$ cat src/rtl/adc_chain_pkg.sv
package adc_chain_pkg;

  typedef enum logic [1:0] {
    ST_IDLE  = 2'd0,
    ST_CONV  = 2'd1,
    ST_SHIFT = 2'd2,
    ST_REST  = 2'd3
  } seq_state_t;

  // counter width able to hold values 0..n-1, never zero
  function automatic int unsigned cnt_w(input int unsigned n);
    return (n < 2) ? 1 : $clog2(n);
  endfunction

  function automatic int unsigned max2(input int unsigned a, input int unsigned b);
    return (a > b) ? a : b;
  endfunction

endpackage

$ cat src/rtl/chain_sclk_gen.sv
module chain_sclk_gen
  import adc_chain_pkg::*;
#(
  parameter int unsigned HALF_DIV = 2
) (
  input  logic clk,
  input  logic rst_n,
  input  logic run_i,
  output logic sclk_o,
  output logic rise_o,
  output logic fall_o
);

  localparam int unsigned PW = cnt_w(HALF_DIV);

  logic [PW-1:0] ph_q, ph_d;
  logic          sclk_q, sclk_d;
  logic          tick;

  assign tick = run_i && (ph_q == PW'(HALF_DIV - 1));

  always_comb begin
    ph_d   = ph_q;
    sclk_d = sclk_q;
    if (!run_i) begin
      ph_d   = '0;
      sclk_d = 1'b0;
    end else if (tick) begin
      ph_d   = '0;
      sclk_d = ~sclk_q;
    end else begin
      ph_d = ph_q + 1'b1;
    end
  end

  always_ff @(posedge clk or negedge rst_n) begin
    if (!rst_n) begin
      ph_q   <= '0;
      sclk_q <= 1'b0;
    end else begin
      ph_q   <= ph_d;
      sclk_q <= sclk_d;
    end
  end

  // strobes mark the system edge at which the serial clock changes
  assign rise_o = tick & ~sclk_q;
  assign fall_o = tick &  sclk_q;
  assign sclk_o = sclk_q;

endmodule

$ cat src/rtl/chain_deser.sv
module chain_deser
  import adc_chain_pkg::*;
#(
  parameter int unsigned WORD_W = 16,
  parameter int unsigned N_DEV  = 3,
  parameter int unsigned IDX_W  = 2
) (
  input  logic              clk,
  input  logic              rst_n,
  input  logic              clear_i,
  input  logic              rise_i,
  input  logic              sdo_i,
  output logic [WORD_W-1:0] word_o,
  output logic [IDX_W-1:0]  idx_o,
  output logic              vld_o
);

  localparam int unsigned BW = cnt_w(WORD_W);

  logic [WORD_W-2:0] sh_q, sh_d;
  logic [BW-1:0]     bit_q, bit_d;
  logic [IDX_W-1:0]  nxt_idx_q, nxt_idx_d;
  logic [WORD_W-1:0] word_q, word_d;
  logic [IDX_W-1:0]  widx_q, widx_d;
  logic              vld_q, vld_d;
  logic              word_end;
  logic              out_en;

  assign word_end = rise_i && (bit_q == BW'(WORD_W - 1));
  assign out_en   = word_end;

  always_comb begin
    sh_d      = sh_q;
    bit_d     = bit_q;
    nxt_idx_d = nxt_idx_q;
    word_d    = word_q;
    widx_d    = widx_q;
    vld_d     = 1'b0;
    if (clear_i) begin
      bit_d     = '0;
      nxt_idx_d = IDX_W'(N_DEV - 1);
    end else if (rise_i) begin
      sh_d = {sh_q[WORD_W-3:0], sdo_i};
      if (word_end) begin
        bit_d     = '0;
        word_d    = {sh_q, sdo_i};
        widx_d    = nxt_idx_q;
        vld_d     = 1'b1;
        nxt_idx_d = nxt_idx_q - 1'b1;
      end else begin
        bit_d = bit_q + 1'b1;
      end
    end
  end

  always_ff @(posedge clk or negedge rst_n) begin
    if (!rst_n) begin
      sh_q      <= '0;
      bit_q     <= '0;
      nxt_idx_q <= '0;
      vld_q     <= 1'b0;
    end else begin
      sh_q      <= sh_d;
      bit_q     <= bit_d;
      nxt_idx_q <= nxt_idx_d;
      vld_q     <= vld_d;
    end
  end

  always_ff @(posedge clk or negedge rst_n) begin
    if (!rst_n) begin
      word_q <= '0;
      widx_q <= '0;
    end else if (out_en) begin
      word_q <= word_d;
      widx_q <= widx_d;
    end
  end

  assign word_o = word_q;
  assign idx_o  = widx_q;
  assign vld_o  = vld_q;

endmodule

$ cat src/rtl/chain_seq.sv
module chain_seq
  import adc_chain_pkg::*;
#(
  parameter int unsigned CONV_CYC   = 20,
  parameter int unsigned IDLE_MIN   = 4,
  parameter int unsigned TOTAL_BITS = 48
) (
  input  logic clk,
  input  logic rst_n,
  input  logic start_i,
  input  logic fall_i,
  output logic convst_o,
  output logic run_o,
  output logic clear_o,
  output logic done_o
);

  localparam int unsigned WW = cnt_w(max2(CONV_CYC, IDLE_MIN));
  localparam int unsigned FW = cnt_w(TOTAL_BITS);

  seq_state_t    st_q, st_d;
  logic [WW-1:0] wcnt_q, wcnt_d;
  logic [FW-1:0] fcnt_q, fcnt_d;
  logic          cv_q, cv_d;
  logic          done_q, done_d;

  always_comb begin
    st_d   = st_q;
    wcnt_d = wcnt_q;
    fcnt_d = fcnt_q;
    cv_d   = cv_q;
    done_d = 1'b0;
    unique case (st_q)
      ST_IDLE: begin
        if (start_i) begin
          st_d   = ST_CONV;
          cv_d   = 1'b1;
          wcnt_d = '0;
          fcnt_d = '0;
        end
      end
      ST_CONV: begin
        if (wcnt_q == WW'(CONV_CYC - 1)) begin
          st_d = ST_SHIFT;
        end else begin
          wcnt_d = wcnt_q + 1'b1;
        end
      end
      ST_SHIFT: begin
        if (fall_i) begin
          if (fcnt_q == FW'(TOTAL_BITS - 1)) begin
            st_d   = ST_REST;
            cv_d   = 1'b0;
            done_d = 1'b1;
            wcnt_d = '0;
          end else begin
            fcnt_d = fcnt_q + 1'b1;
          end
        end
      end
      ST_REST: begin
        if (wcnt_q == WW'(IDLE_MIN - 1)) begin
          st_d = ST_IDLE;
        end else begin
          wcnt_d = wcnt_q + 1'b1;
        end
      end
      default: st_d = ST_IDLE;
    endcase
  end

  always_ff @(posedge clk or negedge rst_n) begin
    if (!rst_n) begin
      st_q   <= ST_IDLE;
      wcnt_q <= '0;
      fcnt_q <= '0;
      cv_q   <= 1'b0;
      done_q <= 1'b0;
    end else begin
      st_q   <= st_d;
      wcnt_q <= wcnt_d;
      fcnt_q <= fcnt_d;
      cv_q   <= cv_d;
      done_q <= done_d;
    end
  end

  assign convst_o = cv_q;
  assign run_o    = (st_q == ST_SHIFT);
  assign clear_o  = (st_q == ST_IDLE);
  assign done_o   = done_q;

endmodule

$ cat src/rtl/adc_chain_reader.sv
module adc_chain_reader
  import adc_chain_pkg::*;
#(
  parameter int unsigned N_DEV    = 3,
  parameter int unsigned WORD_W   = 16,
  parameter int unsigned HALF_DIV = 2,
  parameter int unsigned CONV_CYC = 20,
  parameter int unsigned IDLE_MIN = 4,
  localparam int unsigned IDX_W   = cnt_w(N_DEV)
) (
  input  logic              clk,
  input  logic              rst_n,
  input  logic              start_i,
  input  logic              sdo_i,
  output logic              convst_o,
  output logic              sclk_o,
  output logic [WORD_W-1:0] word_o,
  output logic [IDX_W-1:0]  word_idx_o,
  output logic              word_vld_o,
  output logic              frame_done_o
);

  localparam int unsigned TOTAL_BITS = WORD_W * N_DEV;

  logic run;
  logic clear;
  logic sclk_rise;
  logic sclk_fall;

  chain_seq #(
    .CONV_CYC  (CONV_CYC),
    .IDLE_MIN  (IDLE_MIN),
    .TOTAL_BITS(TOTAL_BITS)
  ) u_seq (
    .clk     (clk),
    .rst_n   (rst_n),
    .start_i (start_i),
    .fall_i  (sclk_fall),
    .convst_o(convst_o),
    .run_o   (run),
    .clear_o (clear),
    .done_o  (frame_done_o)
  );

  chain_sclk_gen #(
    .HALF_DIV(HALF_DIV)
  ) u_sclk (
    .clk   (clk),
    .rst_n (rst_n),
    .run_i (run),
    .sclk_o(sclk_o),
    .rise_o(sclk_rise),
    .fall_o(sclk_fall)
  );

  chain_deser #(
    .WORD_W(WORD_W),
    .N_DEV (N_DEV),
    .IDX_W (IDX_W)
  ) u_deser (
    .clk    (clk),
    .rst_n  (rst_n),
    .clear_i(clear),
    .rise_i (sclk_rise),
    .sdo_i  (sdo_i),
    .word_o (word_o),
    .idx_o  (word_idx_o),
    .vld_o  (word_vld_o)
  );

endmodule

$ cat config.mk
export PLATFORM = sky130hd
export DESIGN_NAME = adc_chain_reader
export DESIGN_NICKNAME = d
export VERILOG_FILES = /design/src/rtl/adc_chain_pkg.sv /design/src/rtl/chain_sclk_gen.sv /design/src/rtl/chain_deser.sv /design/src/rtl/chain_seq.sv /design/src/rtl/adc_chain_reader.sv
export SDC_FILE = /design/constraint.sdc
export NUM_CORES = 1
export LEC_CHECK = 0
export ABC_AREA = 0
export BUFFER_PORTS_ARGS = -buffer_cell sky130_fd_sc_hd__clkbuf_2
export CAP_MARGIN = 20
export CORE_MARGIN = 2
export CORE_UTILIZATION = 50
export DETAILED_ROUTE_END_ITERATION = 6
export PLACE_DENSITY = 0.73
export SKIP_CTS_REPAIR_TIMING = 1
export SLEW_MARGIN = 20
export SYNTH_ARGS = -nofsm -noshare
export SYNTH_HDL_FRONTEND = slang
export SYNTH_SLANG_ARGS = --single-unit
$ cat constraint.sdc
create_clock -name clk -period 2.6 [get_ports clk]
set_input_delay 0.52 -clock clk [delete_from_list [all_inputs] [get_ports clk]]
set_output_delay 0.52 -clock clk [all_outputs]
set_load 0.02 [all_outputs]
==> impl_metrics.ini, run 1 <==
[placement]
dp_hpwl_um = 3049
gp_congestion = 0.7434
dp.cells = 299
post_dp_cell_area_mm2 = 0.002869
portBuffers = 25

[pwr]
combPwrFrac = 0.016
peakVddDrop_mv = 0.3412
leakagePower_uw = 0.001455
pwr-share-seq = 0.513
power_density_mw_per_mm2 = 570.3
power_frac_clock = 0.471
p_int_uw = 1367
swShare = 0.2184
switching_power_uw = 381.8

[sta]
tightestPinTransition_ns = 0.5926
final_max_slew_viol_count = 0
fin_skew_ns = 0.005551
relSlewSlack = 0.6007
period_needed_ns = 2.079
period_share = 0.7996
tns_ns = 0
rsz0062_at_grt = false
final_hold_viol_count = 0
finalSetupViolCount = 0
fmax_ghz = 0.4810

[floorplan]
num_rows = 26
die-height_um = 76.61
design.core.area_mm2 = 0.005107
top_level_ports = 26
dieWidth_um = 76.61
initial_core_util = 0.5162
die_area_mm2 = 0.005869

[synth]
synth_edf_count = 0
ys_seq_elements = 57
synth_top_cell_by_area = dfrtp_1
yosysWarnings = 0
synth_nets = 215
yosys.area.top_type_share = 0.5411
ys.flop_type = dfrtp_1
async_flop_share = 1.000
ys_seq_area_frac = 0.5411
syn_inst = 203
synthTopCellsByArea = dfrtp_1 (54%), mux2_2 (12%), mux2_4 (5.7%)
synth_area_per_cell_um2 = 12.99
synthesis.area_mm2 = 0.002636
ys_types = 45

[cells_and_area]
final_area_mm2 = 0.003065
area_delta_synth_final_pct = 16.28
diodes = 0
fin_nets = 252
stdcell_count = 315
drive_gt1_frac = 0.3633
fillCellCount = 423

[hold_path]
hp-class = primary input to asynchronous set/reset pin

[clocking]
clkLatencyLatePin_ns = 0.34
cts_buffer_depth = 2
htreeDepth = 3
clk_pin_slew_ns = 0.07
root_buffer = clkbuf_8
cts_inserted_buffers = 9
cts_tree = yes
clock_sinks = 57

[global_routing]
grt_start_max_net_pins = 36
grt_first_pass_wirelength_um = 8024
first_global_vias = 1686
grt_antenna_before_repair = 0
grt_overflow = 0
grtUsageTotal = 0.1792

[route]
routedWlPerCell_um = 14.19
vias = 1667
wl_um = 4469
dr.pass1.iters = 5
drt_iter0_drc = 122
vias_per_cell = 5.292
ant_nets = 0
drc = 0

[critical_path]
r2r-end = u_deser.word_o[0]$_DFFE_PN0P_
crit_fanout = 18
cp-start-kind = flop
rr_worst_depth = 6
cp_cell_sequence = inv_1, ha_1, nand3b_4, nor3_4, buf_4, mux2_2
critPathSlowestCell = dfrtp_1
crit_required_ns = 2.83
crit_path_max_incr_delay_ns = 0.41
r2r-start = u_seq.st_q[0]$_DFFE_PN0P_
cp-end-kind = flop
critPathArrivalTime_ns = 2.31
critPathKind = flop to flop
reg2reg_slack_ns = 0.52

[outcome]
outcome = finished, final reports clean

[flow_run]
maxCapViolations = 0
==> layout make-up <==
cell class / count / area [um^2] / share of cell area
Clock buffer: 11 / 141.4 / 0.04612
Clock inverter: 5 / 55.05 / 0.01796
Sequential cell: 57 / 1426 / 0.4653
Inverter: 4 / 15.01 / 0.004898
Multi-Input combinational cell: 137 / 1157 / 0.3776
Timing Repair Buffer: 31 / 182.7 / 0.05959
Tap cell: 70 / 87.58 / 0.02857
==> kinds of logic after synthesis <==
group / synth area share
xor gates and xnor gates: 0.009969
muxes: 0.1875
DFF: 0.5411
and+or+nand+nor: 0.1115
adders and majority gates: 0.03797
buffers and inverters: 0.01993
AOI/OAI and AO/OA: 0.09208
==> sequential cells by signal, indices dropped and copies added (netlist names) <==
register / count
u_deser.nxt_idx_q: 2
u_deser.idx_o: 2
u_seq.st_q: 2
u_seq.done_o: 1
u_seq.wcnt_q: 5
u_deser.bit_q: 4
u_deser.word_o: 16
u_seq.convst_o: 1
u_deser.vld_o: 1
u_deser.sh_q: 15
u_seq.fcnt_q: 6
u_sclk.ph_q: 1
u_sclk.sclk_o: 1
==> power by group through the flow <==
| stage | Combinational (uW) | Clock [uW] | Sequential, uW |
|---|---|---|---|
| 3_3_place_gp | 30.0 | 0 | 913 |
| 4_1_cts | 30.7 | 845 | 896 |
| 2_1_floorplan | 5.58 | 0 | 912 |
| 5_1_grt | 33.4 | 879 | 897 |
| 6_report | 28.7 | 823 | 897 |
| 3_5_place_dp | 30.6 | 0 | 913 |
==> worst max-delay path by stage <==
stage,startpoint,to,slack [ns],cells after the start
floorplan,u_seq.st_q[0]$_DFFE_PN0P_,u_seq.st_q[1]$_DFFE_PN0P_,0.68,7
global placement,u_seq.st_q[0]$_DFFE_PN0P_,u_seq.st_q[1]$_DFFE_PN0P_,0.59,7
detailed placement,u_seq.st_q[0]$_DFFE_PN0P_,u_deser.word_o[4]$_DFFE_PN0P_,0.52,6
CTS,u_seq.st_q[0]$_DFFE_PN0P_,u_deser.word_o[0]$_DFFE_PN0P_,0.50,6
global route,u_seq.st_q[0]$_DFFE_PN0P_,u_deser.word_o[0]$_DFFE_PN0P_,0.35,6
finish,u_seq.st_q[0]$_DFFE_PN0P_,u_deser.word_o[0]$_DFFE_PN0P_,0.52,6
==> layout by cell type (no fill, tap or decap), types with 2 or more instances in the layout <==
cell	n
nor3b_1	2
nor3_1	5
nand2_1	7
nand3_1	4
xnor2_1	2
ha_1	8
nor2b_1	4
and3_1	2
a22oi_1	2
nor2_1	11
a21oi_1	10
nand2b_1	2
buf_4	5
clkbuf_8	10
mux2_4	10
inv_1	3
dfrtp_1	57
mux2i_1	4
nor3_4	2
o21ai_0	6
mux2_2	27
o2bb2ai_1	7
clkinv_2	2
or3_1	2
clkbuf_2	25
clkinvlp_4	2
==> worst max-delay path, delay by kind of cell, from the launching register on <==
kind                     cells  cell delay (ns)
buffers and inverters        2             0.44
flip-flops                   1             0.41
adder cells (fa/ha/maj)      1             0.38
multiplexers                 1             0.37
AND/OR/NAND/NOR              2             0.36
==> per-layer routing <==
layer  GRT usage  part of all wire
met4      0.1127             0.020
met2      0.2522              0.47
met5           0                 0
met1      0.2385              0.48
met3     0.05924             0.038
==> metrics by stage <==
stage | total power [uW] | util | hold slack, ns | setup WS, ns
global route | 1809 | 0.6002 | 0.2037 | 0.3502
CTS | 1772 | 0.6002 | 0.1825 | 0.5049
finish | 1748 | 0.6002 | 0.1727 | 0.5210
global placement | 942.7 | 0.5617 | 0.4896 | 0.5877
detailed placement | 943.5 | 0.5617 | 0.4972 | 0.5244
floorplan | 917.3 | - | 0.2244 | 0.6810
==> synthesized netlist by cell type, types with 2 or more instances <==
cell type	n
inv_1	3
clkbuf_1	2
mux2i_1	4
nor3_1	5
mux2_2	27
nand2_1	7
o21ai_0	6
a21oi_1	10
or3_1	2
nand2b_1	2
dfrtp_1	57
nand3_1	4
nor3b_1	2
a22oi_1	2
nor3_4	2
o2bb2ai_1	7
and3_1	2
ha_1	8
mux2_4	10
buf_4	2
nor2b_1	4
nor2_1	11
xnor2_1	2
(Power assumes the default switching activity.)
==> run 2: changes to the inputs <==
Clock period 2.6 ns to 2.05 ns, I/O delays scaled along.
==> run 2 against run 1 <==
Compared with the run above:
- clock-buffer cell count rose by 1
- via count rose by 4.0%
- final cell count rose by 0.95%
- highest routed layer unchanged
==> impl_metrics.ini, run 2 (synthesized netlist as in run 1, its figures left out) <==
[sta]
period_share = 0.9226
finalSetupViolCount = 0
period_needed_ns = 1.891
final_max_slew_viol_count = 0
fmax_ghz = 0.5287
rsz0062_at_grt = false
tns_ns = 0
fin_skew_ns = 0.006915
tightestPinTransition_ns = 0.5136
final_hold_viol_count = 0
relSlewSlack = 0.6540

[route]
dr.pass1.iters = 4
routedWlPerCell_um = 13.64
vias_per_cell = 5.450
drt_iter0_drc = 101
vias = 1733
drc = 0
wl_um = 4337
ant_nets = 0

[floorplan]
die-height_um = 76.61
top_level_ports = 26
die_area_mm2 = 0.005869
num_rows = 26
dieWidth_um = 76.61
design.core.area_mm2 = 0.005107
initial_core_util = 0.5162

[flow_run]
maxCapViolations = 0

[placement]
portBuffers = 25
gp_congestion = 0.7676
dp_hpwl_um = 2918
post_dp_cell_area_mm2 = 0.002917

[cells_and_area]
final_cell_mix = dfrtp_1 (57), mux2_2 (27), clkbuf_2 (25)
area_delta_synth_final_pct = 19.79
largest_register_ffs = 16
drive_gt1_frac = 0.3790
mostFrequentLayoutCell = dfrtp_1
final_area_mm2 = 0.003158
fin_nets = 255
diodes = 0

[global_routing]
grt_start_max_net_pins = 58
grt_first_pass_wirelength_um = 7610
grt_overflow = 0
grtUsageTotal = 0.1664
first_global_vias = 1649
grt_antenna_before_repair = 0

[critical_path]
r2r-end = u_seq.st_q[1]$_DFFE_PN0P_
rr_worst_depth = 6
crit_fanout = 8
r2r-start = u_seq.st_q[1]$_DFFE_PN0P_
reg2reg_slack_ns = 0.16
critPathKind = flop to flop
cp-start-kind = flop
crit_required_ns = 2.26
cp-end-kind = flop
crit_path_start = u_seq.st_q[1]$_DFFE_PN0P_
critPathArrivalTime_ns = 2.10

[clocking]
htreeDepth = 3
root_buffer = clkbuf_8
cts_inserted_buffers = 9
cts_buffer_depth = 2
cts_tree = yes
clk_pin_slew_ns = 0.06
clkLatencyLatePin_ns = 0.32
clock_sinks = 57

[pwr]
power_density_mw_per_mm2 = 757.2
switching_power_uw = 463.3
power_frac_clock = 0.509
pwr-share-seq = 0.476
swShare = 0.1938
leakagePower_uw = 0.001505
peakVddDrop_mv = 0.5005
combPwrFrac = 0.015
finalPower_uw = 2391
p_int_uw = 1928

[outcome]
outcome = finished, final reports clean

[hold_path]
hp-class = primary input to asynchronous set/reset pin
run 2: cell types whose count changed in the layout (fill, tap and decap cells not counted), sizes merged:
cell,delta
clkbuf,+1
bufinv,+1
buf,+3
clkinvlp,-2
run 2: how the worst max path moves through the flow:
stage          slack, ns  cells past startpoint                           to
2_1_floorplan       0.13                      7    u_seq.st_q[1]$_DFFE_PN0P_
3_3_place_gp        0.15                      6    u_seq.st_q[1]$_DFFE_PN0P_
3_5_place_dp        0.08                      6  u_seq.wcnt_q[0]$_DFFE_PN0P_
4_1_cts             0.07                      6  u_seq.wcnt_q[0]$_DFFE_PN0P_
5_1_grt             0.03                      6    u_seq.st_q[1]$_DFFE_PN0P_
6_report            0.16                      6    u_seq.st_q[1]$_DFFE_PN0P_
run 2: area by class of cell:
class                           instances  area, um^2
Clock buffer                           12       165.2
Clock inverter                          4       73.82
Fill cell                             406        1949
Inverter                                4       15.01
Multi-Input combinational cell        137        1160
Sequential cell                        57        1426
Tap cell                               70       87.58
Timing Repair Buffer                   34       230.2
run 2: per-layer routing:
metal | up-vias | share of wire | track usage
li1 | 825 | - | -
met1 | 866 | 0.46 | 0.2075
met2 | 38 | 0.49 | 0.2637
met3 | 4 | 0.035 | 0.03199
met4 | 0 | 0.016 | 0.1109
met5 | - | 0 | 0
run 2: critical path, stage by stage (launching register included):
cell and delay, ns:
dfrtp_1 0.40, inv_1 0.10, ha_1 0.21, nor2_1 0.41, a21oi_1 0.15, nor3_4 0.19, mux2_4 0.31
run 2: per-stage QoR:
step | instances | worst slack, ns | utilization | hold WS, ns
floorplan | 203 | 0.1310 | - | 0.1144
global placement | 302 | 0.1454 | 0.5710 | 0.4343
detailed placement | 302 | 0.07618 | 0.5710 | 0.4358
CTS | 318 | 0.07184 | 0.6178 | 0.07843
global route | 318 | 0.03418 | 0.6183 | 0.1090
finish | 318 | 0.1586 | 0.6183 | 0.06044
run 2: power by group through the flow:
stage | clock network (uW) | registers, uW | logic, uW
2_1_floorplan | 0 | 1160 | 7.08
3_3_place_gp | 0 | 1160 | 37.4
3_5_place_dp | 0 | 1160 | 38.4
4_1_cts | 1250 | 1140 | 38.6
5_1_grt | 1310 | 1140 | 42.7
6_report | 1220 | 1140 | 35.8
